==> config.mk <==
export PLATFORM = sky130hd
export DESIGN_NAME = dma_frame_chan
export DESIGN_NICKNAME = d
export VERILOG_FILES = /design/src/rtl/dma_chan_pkg.sv /design/src/rtl/dma_chan_req.sv /design/src/rtl/dma_chan_regs.sv /design/src/rtl/dma_chan_engine.sv /design/src/rtl/dma_frame_chan.sv
export SDC_FILE = /design/constraint.sdc
export NUM_CORES = 1
export LEC_CHECK = 0
export ABC_AREA = 0
export CORE_UTILIZATION = 35
export DETAILED_ROUTE_END_ITERATION = 12
export GPL_ROUTABILITY_DRIVEN = 0
export PLACE_DENSITY = 0.66
export RECOVER_POWER = 100
export SETUP_SLACK_MARGIN = 0.4
export SYNTH_ARGS = -nofsm -noshare
export SYNTH_HDL_FRONTEND = slang
export SYNTH_SLANG_ARGS = --single-unit
==> constraint.sdc <==
create_clock -name clk -period 3.35 [get_ports clk]
set_input_delay 0.67 -clock clk [delete_from_list [all_inputs] [get_ports clk]]
set_output_delay 0.67 -clock clk [all_outputs]
set_load 0.02 [all_outputs]
==> src/rtl/dma_chan_pkg.sv <==
package dma_chan_pkg;
  typedef enum logic [1:0] {ST_IDLE, ST_READ, ST_WRITE} eng_state_t;

  localparam logic [2:0] RA_SRC = 3'd0;
  localparam logic [2:0] RA_DST = 3'd1;
  localparam logic [2:0] RA_FRM = 3'd2;
  localparam logic [2:0] RA_ELM = 3'd3;
  localparam logic [2:0] RA_CTL = 3'd4;
  localparam logic [2:0] RA_STS = 3'd5;

  localparam int CB_EN   = 0;
  localparam int CB_AUTO = 1;
  localparam int CB_HIE  = 2;
  localparam int CB_DIE  = 3;

  localparam int SB_HALF = 0;
  localparam int SB_DONE = 1;
  localparam int SB_OVR  = 2;
endpackage

==> src/rtl/dma_chan_req.sv <==
module dma_chan_req (
  input  logic clk,
  input  logic rst_n,
  input  logic en_i,
  input  logic hw_req_i,
  input  logic take_i,
  output logic pend_o,
  output logic ovr_evt_o
);
  logic pend_q;

  always_ff @(posedge clk) begin
    if (!rst_n)         pend_q <= 1'b0;
    else if (!en_i)     pend_q <= 1'b0;
    else if (hw_req_i)  pend_q <= 1'b1;
    else if (take_i)    pend_q <= 1'b0;
  end

  assign pend_o    = pend_q;
  assign ovr_evt_o = en_i && hw_req_i && pend_q && !take_i;

  AST_TAKE_NEEDS_PEND: assert property (@(posedge clk) disable iff (!rst_n)
    take_i |-> pend_q);
endmodule

==> src/rtl/dma_chan_regs.sv <==
module dma_chan_regs
  import dma_chan_pkg::*;
#(
  parameter int DW = 32,
  parameter int AW = 32,
  parameter int CW = 16
) (
  input  logic          clk,
  input  logic          rst_n,
  input  logic          reg_wr,
  input  logic [2:0]    reg_addr,
  input  logic [DW-1:0] reg_wdata,
  output logic [DW-1:0] reg_rdata,
  output logic [AW-1:0] src_o,
  output logic [AW-1:0] dst_o,
  output logic [CW-1:0] frames_o,
  output logic [CW-1:0] elems_o,
  output logic          en_o,
  output logic          auto_o,
  output logic          load_o,
  input  logic          half_evt_i,
  input  logic          done_evt_i,
  input  logic          ovr_evt_i,
  output logic          irq_half,
  output logic          irq_done
);
  logic [AW-1:0] src_q, dst_q;
  logic [CW-1:0] frm_q, elm_q;
  logic          en_q, auto_q, hie_q, die_q;
  logic          half_q, done_q, ovr_q;
  logic          wr_ctl, wr_sts;
  logic          unused_wbits;

  assign unused_wbits = ^reg_wdata;
  assign wr_ctl = reg_wr && (reg_addr == RA_CTL);
  assign wr_sts = reg_wr && (reg_addr == RA_STS);
  assign load_o = wr_ctl && reg_wdata[CB_EN] && !en_q;

  always_ff @(posedge clk) begin
    if (!rst_n) begin
      src_q <= '0; dst_q <= '0; frm_q <= '0; elm_q <= '0;
      auto_q <= 1'b0; hie_q <= 1'b0; die_q <= 1'b0;
    end else if (reg_wr) begin
      case (reg_addr)
        RA_SRC: src_q <= reg_wdata[AW-1:0];
        RA_DST: dst_q <= reg_wdata[AW-1:0];
        RA_FRM: frm_q <= reg_wdata[CW-1:0];
        RA_ELM: elm_q <= reg_wdata[CW-1:0];
        RA_CTL: begin
          auto_q <= reg_wdata[CB_AUTO];
          hie_q  <= reg_wdata[CB_HIE];
          die_q  <= reg_wdata[CB_DIE];
        end
        default: ;
      endcase
    end
  end

  always_ff @(posedge clk) begin
    if (!rst_n)                    en_q <= 1'b0;
    else if (done_evt_i && !auto_q) en_q <= 1'b0;
    else if (wr_ctl)               en_q <= reg_wdata[CB_EN];
  end

  always_ff @(posedge clk) begin
    if (!rst_n) begin
      half_q <= 1'b0; done_q <= 1'b0; ovr_q <= 1'b0;
    end else begin
      if (half_evt_i)                          half_q <= 1'b1;
      else if (wr_sts && reg_wdata[SB_HALF])   half_q <= 1'b0;
      if (done_evt_i)                          done_q <= 1'b1;
      else if (wr_sts && reg_wdata[SB_DONE])   done_q <= 1'b0;
      if (ovr_evt_i)                           ovr_q  <= 1'b1;
      else if (wr_sts && reg_wdata[SB_OVR])    ovr_q  <= 1'b0;
    end
  end

  always_comb begin
    reg_rdata = '0;
    case (reg_addr)
      RA_SRC: reg_rdata[AW-1:0] = src_q;
      RA_DST: reg_rdata[AW-1:0] = dst_q;
      RA_FRM: reg_rdata[CW-1:0] = frm_q;
      RA_ELM: reg_rdata[CW-1:0] = elm_q;
      RA_CTL: reg_rdata[3:0]    = {die_q, hie_q, auto_q, en_q};
      RA_STS: reg_rdata[2:0]    = {ovr_q, done_q, half_q};
      default: ;
    endcase
  end

  assign src_o    = src_q;
  assign dst_o    = dst_q;
  assign frames_o = frm_q;
  assign elems_o  = elm_q;
  assign en_o     = en_q;
  assign auto_o   = auto_q;
  assign irq_half = half_q && hie_q;
  assign irq_done = done_q && die_q;

  AST_HALF_STICKY: assert property (@(posedge clk) disable iff (!rst_n)
    (half_q && !(wr_sts && reg_wdata[SB_HALF])) |=> half_q);
  AST_OVR_STICKY: assert property (@(posedge clk) disable iff (!rst_n)
    (ovr_q && !(wr_sts && reg_wdata[SB_OVR])) |=> ovr_q);
endmodule

==> src/rtl/dma_chan_engine.sv <==
module dma_chan_engine
  import dma_chan_pkg::*;
#(
  parameter int DW = 32,
  parameter int AW = 32,
  parameter int CW = 16
) (
  input  logic          clk,
  input  logic          rst_n,
  input  logic          en_i,
  input  logic          load_i,
  input  logic          auto_i,
  input  logic [AW-1:0] src_i,
  input  logic [AW-1:0] dst_i,
  input  logic [CW-1:0] frames_i,
  input  logic [CW-1:0] elems_i,
  input  logic          pend_i,
  output logic          take_o,
  output logic          mem_valid,
  output logic          mem_write,
  output logic [AW-1:0] mem_addr,
  output logic [DW-1:0] mem_wdata,
  input  logic          mem_ready,
  input  logic [DW-1:0] mem_rdata,
  output logic          half_evt_o,
  output logic          done_evt_o
);
  localparam int STEP = DW / 8;

  eng_state_t    st_q;
  logic [AW-1:0] cur_dst_q;
  logic [CW-1:0] elem_q, frm_q;
  logic [DW-1:0] data_q;
  logic          wr_ack, last_elem;
  logic [CW-1:0] frm_next, half_pt;

  assign take_o    = (st_q == ST_IDLE) && en_i && pend_i;
  assign wr_ack    = (st_q == ST_WRITE) && mem_ready;
  assign last_elem = (elem_q == elems_i - CW'(1));
  assign frm_next  = frm_q + CW'(1);
  assign half_pt   = frames_i >> 1;

  assign half_evt_o = wr_ack && last_elem && (frames_i >= CW'(2)) && (frm_next == half_pt);
  assign done_evt_o = wr_ack && last_elem && (frm_next == frames_i);

  always_ff @(posedge clk) begin
    if (!rst_n) begin
      st_q      <= ST_IDLE;
      cur_dst_q <= '0;
      elem_q    <= '0;
      frm_q     <= '0;
      data_q    <= '0;
    end else begin
      case (st_q)
        ST_IDLE: begin
          if (load_i) begin
            cur_dst_q <= dst_i;
            frm_q     <= '0;
          end
          if (take_o) begin
            elem_q <= '0;
            st_q   <= ST_READ;
          end
        end
        ST_READ: begin
          if (mem_ready) begin
            data_q <= mem_rdata;
            st_q   <= ST_WRITE;
          end
        end
        ST_WRITE: begin
          if (mem_ready) begin
            cur_dst_q <= cur_dst_q + AW'(STEP);
            if (last_elem) begin
              st_q  <= ST_IDLE;
              frm_q <= frm_next;
              if (done_evt_o && auto_i) begin
                cur_dst_q <= dst_i;
                frm_q     <= '0;
              end
            end else begin
              elem_q <= elem_q + CW'(1);
              st_q   <= ST_READ;
            end
          end
        end
        default: st_q <= ST_IDLE;
      endcase
    end
  end

  assign mem_valid = (st_q != ST_IDLE);
  assign mem_write = (st_q == ST_WRITE);
  assign mem_addr  = (st_q == ST_WRITE) ? cur_dst_q : src_i;
  assign mem_wdata = data_q;

  AST_MEM_HOLD: assert property (@(posedge clk) disable iff (!rst_n)
    (mem_valid && !mem_ready) |=> (mem_valid && $stable(mem_write) && $stable(mem_addr) && $stable(mem_wdata)));
  AST_IDLE_WHEN_OFF: assert property (@(posedge clk) disable iff (!rst_n)
    ((st_q == ST_IDLE) && !en_i) |=> (st_q == ST_IDLE));
  AST_HALF_DONE_APART: assert property (@(posedge clk) disable iff (!rst_n)
    !(half_evt_o && done_evt_o));
  AST_READ_THEN_WRITE: assert property (@(posedge clk) disable iff (!rst_n)
    (mem_valid && !mem_write && mem_ready) |=> (mem_valid && mem_write));
endmodule

==> src/rtl/dma_frame_chan.sv <==
module dma_frame_chan #(
  parameter int DW = 32,
  parameter int AW = 32,
  parameter int CW = 16
) (
  input  logic          clk,
  input  logic          rst_n,
  input  logic          reg_wr,
  input  logic [2:0]    reg_addr,
  input  logic [DW-1:0] reg_wdata,
  output logic [DW-1:0] reg_rdata,
  input  logic          hw_req,
  output logic          mem_valid,
  output logic          mem_write,
  output logic [AW-1:0] mem_addr,
  output logic [DW-1:0] mem_wdata,
  input  logic          mem_ready,
  input  logic [DW-1:0] mem_rdata,
  output logic          irq_half,
  output logic          irq_done
);
  logic [AW-1:0] src, dst;
  logic [CW-1:0] frames, elems;
  logic          en, auto_init, load, pend, take;
  logic          half_evt, done_evt, ovr_evt;

  dma_chan_regs #(.DW(DW), .AW(AW), .CW(CW)) regs_i (
    .clk(clk), .rst_n(rst_n), .reg_wr(reg_wr), .reg_addr(reg_addr),
    .reg_wdata(reg_wdata), .reg_rdata(reg_rdata),
    .src_o(src), .dst_o(dst), .frames_o(frames), .elems_o(elems),
    .en_o(en), .auto_o(auto_init), .load_o(load),
    .half_evt_i(half_evt), .done_evt_i(done_evt), .ovr_evt_i(ovr_evt),
    .irq_half(irq_half), .irq_done(irq_done)
  );

  dma_chan_req req_i (
    .clk(clk), .rst_n(rst_n), .en_i(en), .hw_req_i(hw_req),
    .take_i(take), .pend_o(pend), .ovr_evt_o(ovr_evt)
  );

  dma_chan_engine #(.DW(DW), .AW(AW), .CW(CW)) eng_i (
    .clk(clk), .rst_n(rst_n), .en_i(en), .load_i(load), .auto_i(auto_init),
    .src_i(src), .dst_i(dst), .frames_i(frames), .elems_i(elems),
    .pend_i(pend), .take_o(take),
    .mem_valid(mem_valid), .mem_write(mem_write), .mem_addr(mem_addr),
    .mem_wdata(mem_wdata), .mem_ready(mem_ready), .mem_rdata(mem_rdata),
    .half_evt_o(half_evt), .done_evt_o(done_evt)
  );
endmodule

# Word-level counts from Yosys, hierarchy flattened

Cells that the tools add are included.

Register bits after elaboration: 202
Input port bits: 72
Output and inout port bits: 100
Word-level logic and storage cells: 115

Add/sub/neg operators: 4
Magnitude comparators: 1
Eq/ne operators: 16
Mux-type cells: 32
Bitwise gates (word level): 1
Reductions and logical operators: 44

Operators with widths:

| kind                                                                                 | number |
|---|---|
| 32-bit two-way mux                                                                   | 5 |
| 16-bit two-way mux                                                                   | 7 |
| 16-bit case mux with 2 select lines                                                  | 3 |
| 32-bit case mux with 2 select lines                                                  | 1 |
| 12-bit case mux with 4 select lines                                                  | 1 |
| 16-bit by 1-bit adder with 16-bit output, second input constant                      | 2 |
| 32-bit by 3-bit adder with 32-bit output, second input constant                      | 1 |
| 16-bit == test                                                                       | 2 |
| 1-bit logical AND                                                                    | 21 |
| 3-bit case mux with 6 select lines                                                   | 1 |
| 16-bit by 15-bit == test with 1-bit output                                           | 1 |
| 16-bit by 2-bit greater-or-equal comparator with 1-bit output, second input constant | 1 |
| 16-bit by 1-bit subtractor with 16-bit output, second input constant                 | 1 |
| 2-bit AND reduction                                                                  | 7 |
| 2-bit nonzero test                                                                   | 6 |
| 1-bit two-way mux                                                                    | 9 |
| 4-bit AND reduction                                                                  | 2 |
| 3-bit by 2-bit == test with 1-bit output, second input constant                      | 2 |
| 3-bit == test, second input constant                                                 | 2 |
| 2-bit two-way mux                                                                    | 3 |
| 2-bit by 1-bit inequality test with 1-bit output, second input constant              | 3 |
| 2-bit inequality test, second input constant                                         | 3 |
| 2-bit case mux with 3 select lines                                                   | 1 |
| 3-bit AND reduction                                                                  | 2 |
| other kinds (9)                                                                      | 11 |

# Longest topological paths before layout

Depth in word-level cells: 9
Gate-level depth with buffers: 12
Mapped depth without buffers: 10

# Hierarchy

From an unflattened synthesis, not the netlist that was laid out.

Cell total of the unflattened synthesis: 1500
Area, all modules: 11542.3 um^2

By module, submodules not included:

| module          | instances | cells an instance | area each (um^2) | seq. area each (um^2) |
|---|---|---|---|---|
| dma_chan_engine | 1         | 964               | 6774.0           | 1961.9 |
| dma_chan_regs   | 1         | 532               | 4717.0           | 2062.0 |
| dma_chan_req    | 1         | 4                 | 51.3             | 20.0 |

# Worst setup path before layout

No wires, ideal clock.

Path type: register to register
From: register regs_i.elm_q[4], in the netlist regs_i.elems_o[4]
To: register eng_i.cur_dst_q[10]
Library setup time: 0.072 ns
Arrival time: 3.191 ns
Required time: 3.278 ns
Setup slack: 0.088 ns
Cell stages (with the launch flop): 11
Buffers on the path: 2
Clock period less this slack: 3.262 ns
Cell sequence: dfxtp_1 buf_2 or4_4 or4_4 or4b_1 a32oi_1 and4_4 nand4_4 a21oi_4 buf_6 mux2i_1

Longest elaborated chain between the ends: 9

Ends and longest elaborated chain:

| element                                           | RTL line              | source |
|---|---|---|
| from (decl)                                       | dma_chan_regs.sv:28   | `logic [CW-1:0] frm_q, elm_q;` |
| from (signal assigned)                            | dma_chan_regs.sv:48   | `RA_ELM: elm_q <= reg_wdata[CW-1:0];` |
| 16-bit by 1-bit subtractor with 16-bit output (*) | dma_chan_engine.sv:39 | `assign last_elem = (elem_q == elems_i - CW'(1));` |
| 16-bit == test (*)                                | dma_chan_engine.sv:39 |  |
| 1-bit logical AND (2 in series)                   | dma_chan_engine.sv:44 | `assign done_evt_o = wr_ack && last_elem && (frm_next == frames_i);` |
| 1-bit logical AND                                 | dma_chan_engine.sv:77 | `if (done_evt_o && auto_i) begin` |
| 32-bit two-way mux                                | dma_chan_engine.sv:77 |  |
| 32-bit two-way mux (*)                            | dma_chan_engine.sv:74 | `if (last_elem) begin` |
| 32-bit two-way mux (*)                            | dma_chan_engine.sv:72 | `if (mem_ready) begin` |
| 32-bit case mux with 2 select lines (*)           | dma_chan_engine.sv:54 | `case (st_q)` |
| to (signal assigned)                              | dma_chan_engine.sv:57 | `cur_dst_q <= dst_i;` |
| to (signal assigned)                              | dma_chan_engine.sv:73 | `cur_dst_q <= cur_dst_q + AW'(STEP);` |
| to (signal assigned)                              | dma_chan_engine.sv:78 | `cur_dst_q <= dst_i;` |
| to (decl)                                         | dma_chan_engine.sv:31 | `logic [AW-1:0] cur_dst_q;` |

Mark *: on every way between the ends. The rest lies on a longest branch, timed or not. The select of a mux whose other input is x is not followed.
A chain may end at the register's enable or synchronous reset.

# Worst setup path after layout

From: register regs_i.elm_q[2], in the netlist regs_i.elems_o[2]
To: register eng_i.cur_dst_q[26]

Same word-level chain as after synthesis.

==> out/summary.txt <==
synthesized flop and latch total: 202
Synth cell types: 74
Initial Util: 35.87%
die height: 179.8 um
slowest stage cell, crit path: or4b_1
Ys Warns: 0
Peak VDD IR: 0.2938 mV
Worst Path Required: 3.79 ns
Post-synth EDFFs: 0
fillcell total: 2980
HP Class: reg2reg
Non-Filler Instances: 2046
num rows: 64
failing checks: DRC
drt first-iter violations: 1107
# H-tree levels: 1
critical path type: reg2reg
fin crit period: 3.279 ns
Clk pwr share: 47.6%
Critical Path Most Common Cell: or4_4
CTS tree: done
critical path fanouts, max: 11
Final Skew: 0.03345 ns
most common library cells after synthesis: nand2_1 (426), dfxtp_1 (202), a21oi_1 (148)
Core Box Area: 30830 um2
crit-path cells: or4_4 -> or4_4 -> or4b_1 -> a32oi_2 -> and4_4 -> nand4_4 -> a21oi_4 -> buf_6 -> mux2i_1
register area share after synthesis: 36.57%
DR WL/cell: 19.32 um
Detailed Routing Iterations Pass 1: 11
Flop pwr share: 44.0%
fraction of layout cells with a size suffix above 1: 12.80%
Critical Path Source Type: flip-flop
first-pass GRT wire length: 62090 um
Pleak: 5.419 nW
vias in the first global route: 10606
I/O Buffers: 171
cell taking the most area after synthesis: dfxtp_1
number of CTS-inserted buffers: 24
initial antenna violation count: 1
Net Sw Power: 1.382 mW
post-synthesis cell count: 1445
worst-case clock buffer depth: 3
vias post-DR: 11428
Clock Sinks: 202
Final Slew Violations: 0
mean area per synthesized cell: 7.653 um2
Final TNS setup: 0 ns
Int Power: 4.215 mW
Max Freq: 305.0 MHz
Pwr Density: 382.0 nW/um2
Routed WL: 39520 um
io pins: 172
routed vias/inst: 5.586
grt total ovfl: 0
RSZ-0062 raised after global routing: true
Hold-fix buffers, CTS: 0
switching fraction of total power: 24.69%
GRT Util Overall: 23.85%
Slew headroom: 1.830%
Yosys top cell area share: 36.57%
top cells by area, synth: dfxtp_1 (37%), nand2_1 (14%), a21oi_1 (6.7%)
Chip Width: 179.8 um
post-placement cell count: 1982
final net count: 1707
Max stage delay on crit path: 0.54 ns
CP Capture Type: flip-flop
DP HPWL: 27510 um
setup violators final: 0
worst-skew pair later-pin latency: 0.54 ns
Final Cycle Share: 97.87%
pin count of the biggest net entering global routing: 83
Root Buffer: clkbuf_16
status: complete, but fails checks
Worst-path clk slew: 0.06 ns
Post-DRT Antenna Nets: 0
count leader, synth: nand2_1
Worst-Margin Slew: 1.473 ns
CP arrival: 3.71 ns
Comb pwr share: 8.4%
Final Hold Vio Count: 0
mapped cell area: 11060 um2
area grow syn2layout: 32.50%
max cap viols: 0
die area: 32310 um2
ys flop type: dfxtp_1
Residual DRC: 10
post-layout util: 47.52%
Synth async-reset ratio: 0%
Syn Nets: 1521
[through the flow]
step / hold slack [ns] / setup WS, ns / power [mW] / cell area (um2)
6_report: 0.4489 / 0.07146 / 5.597 / 14650
5_1_grt: 0.4705 / 0.01325 / 5.785 / 14650
4_1_cts: 0.4544 / 0.09138 / 5.645 / 14810
3_5_place_dp: 0.4462 / -0.009267 / 2.976 / 13590
3_3_place_gp: 0.4419 / 0.02628 / 2.973 / 13590
2_1_floorplan: 0.4287 / 0.2235 / 2.733 / 11080
[final cells by class]
class / instances / area (um2) / share of cell area [%]
Inverter: 18 / 75.07 / 0.5124
Timing Repair Buffer: 272 / 2554 / 17.43
Clock inverter: 11 / 97.59 / 0.6661
Tap cell: 396 / 495.5 / 3.382
Antenna cell: 1 / 2.502 / 0.01708
Sequential cell: 202 / 4050 / 27.64
Multi-Input combinational cell: 1113 / 6661 / 45.47
Clock buffer: 33 / 715.7 / 4.885
[registers in the layout, summed over array words and instances, names as in the netlist, 2 cells and up]
signal	cells
regs_i.src_o	32
eng_i.elem_q	16
regs_i.elems_o	16
eng_i.cur_dst_q	32
regs_i.frames_o	16
eng_i.frm_q	16
regs_i.dst_o	32
eng_i.st_q	2
eng_i.mem_wdata	32
[critical path: cells and delay by family (launching register included)]
kind	cells	cell delay, ns
and+or+nand+nor	5	1.98
AOI/OAI and AO/OA	2	0.48
DFF	1	0.32
buffers and inverters	1	0.21
muxes	1	0.20
[metal layers]
layer / wire length, um / up-vias / track usage, % / share of wire, %
li1: - / 5388 / - / -
met2: 17180 / 565 / 35.69 / 43
met4: 1196 / 0 / 8.345 / 3.0
met1: 17390 / 5402 / 33.96 / 44
met3: 3745 / 73 / 4.599 / 9.5
met5: 0 / - / 0 / 0
[kinds of logic after synthesis]
kind of cell	Yosys count	share of synthesized area, %
and+or+nand+nor	702	29.38
AOI/OAI and AO/OA	273	15.85
DFF	202	36.57
buffers and inverters	130	4.899
xor gates and xnor gates	90	7.128
muxes	44	5.714
adders and majority gates	4	0.4526
[power by group through the flow]
stage	registers [mW]	clock network (mW)	logic [mW]
6_report	2.46	2.66	0.469
5_1_grt	2.46	2.82	0.500
4_1_cts	2.46	2.71	0.472
3_5_place_dp	2.52	0	0.461
3_3_place_gp	2.52	0	0.457
2_1_floorplan	2.50	0	0.230
[cells in the final DEF (no fill, tap or decap), drive strengths merged, types with 5 or more instances in the layout]
master         instances
nand2                426
dfxtp                202
a21oi                150
buf                   81
clkbuf                68
clkdlybuf4s50         67
xnor2                 56
nor2                  49
dlygate4sd3           42
nand3                 41
dlygate4sd2           40
xor2                  34
nand4                 29
nor3                  29
mux2i                 26
and3                  23
o21ai                 22
a22o                  17
nor2b                 17
inv                   17
o211ai                16
mux4                  15
nor4                  14
a211oi                14
and4                  12
and2                  12
o221ai                11
or3                    9
or4                    9
clkinv                 7
nor4b                  6
o21a                   5
nor3b                  5
nand2b                 5
or2                    5
a31oi                  5
a2111oi                5
o31ai                  5
[final timing paths]
check / start / endpoint / slack, ns / cells after the start
hold / removal: eng_i.mem_wdata[18] / eng_i.mem_wdata[18] / 0.45 / 2
setup reg to reg: regs_i.elems_o[2] / eng_i.cur_dst_q[26] / 0.07 / 9
hold reg to reg: eng_i.mem_wdata[18] / eng_i.mem_wdata[18] / 0.45 / 2
setup / recovery: regs_i.elems_o[2] / eng_i.cur_dst_q[26] / 0.07 / 9
[timing repair]
action,4_1_cts,5_1_grt
resized for setup,126,47
buffers inserted,10,2
cloned,6,1
pin swaps,35,26
endpoints found under the setup margin,129,90
Note: power is estimated with default switching activity, not from simulation.
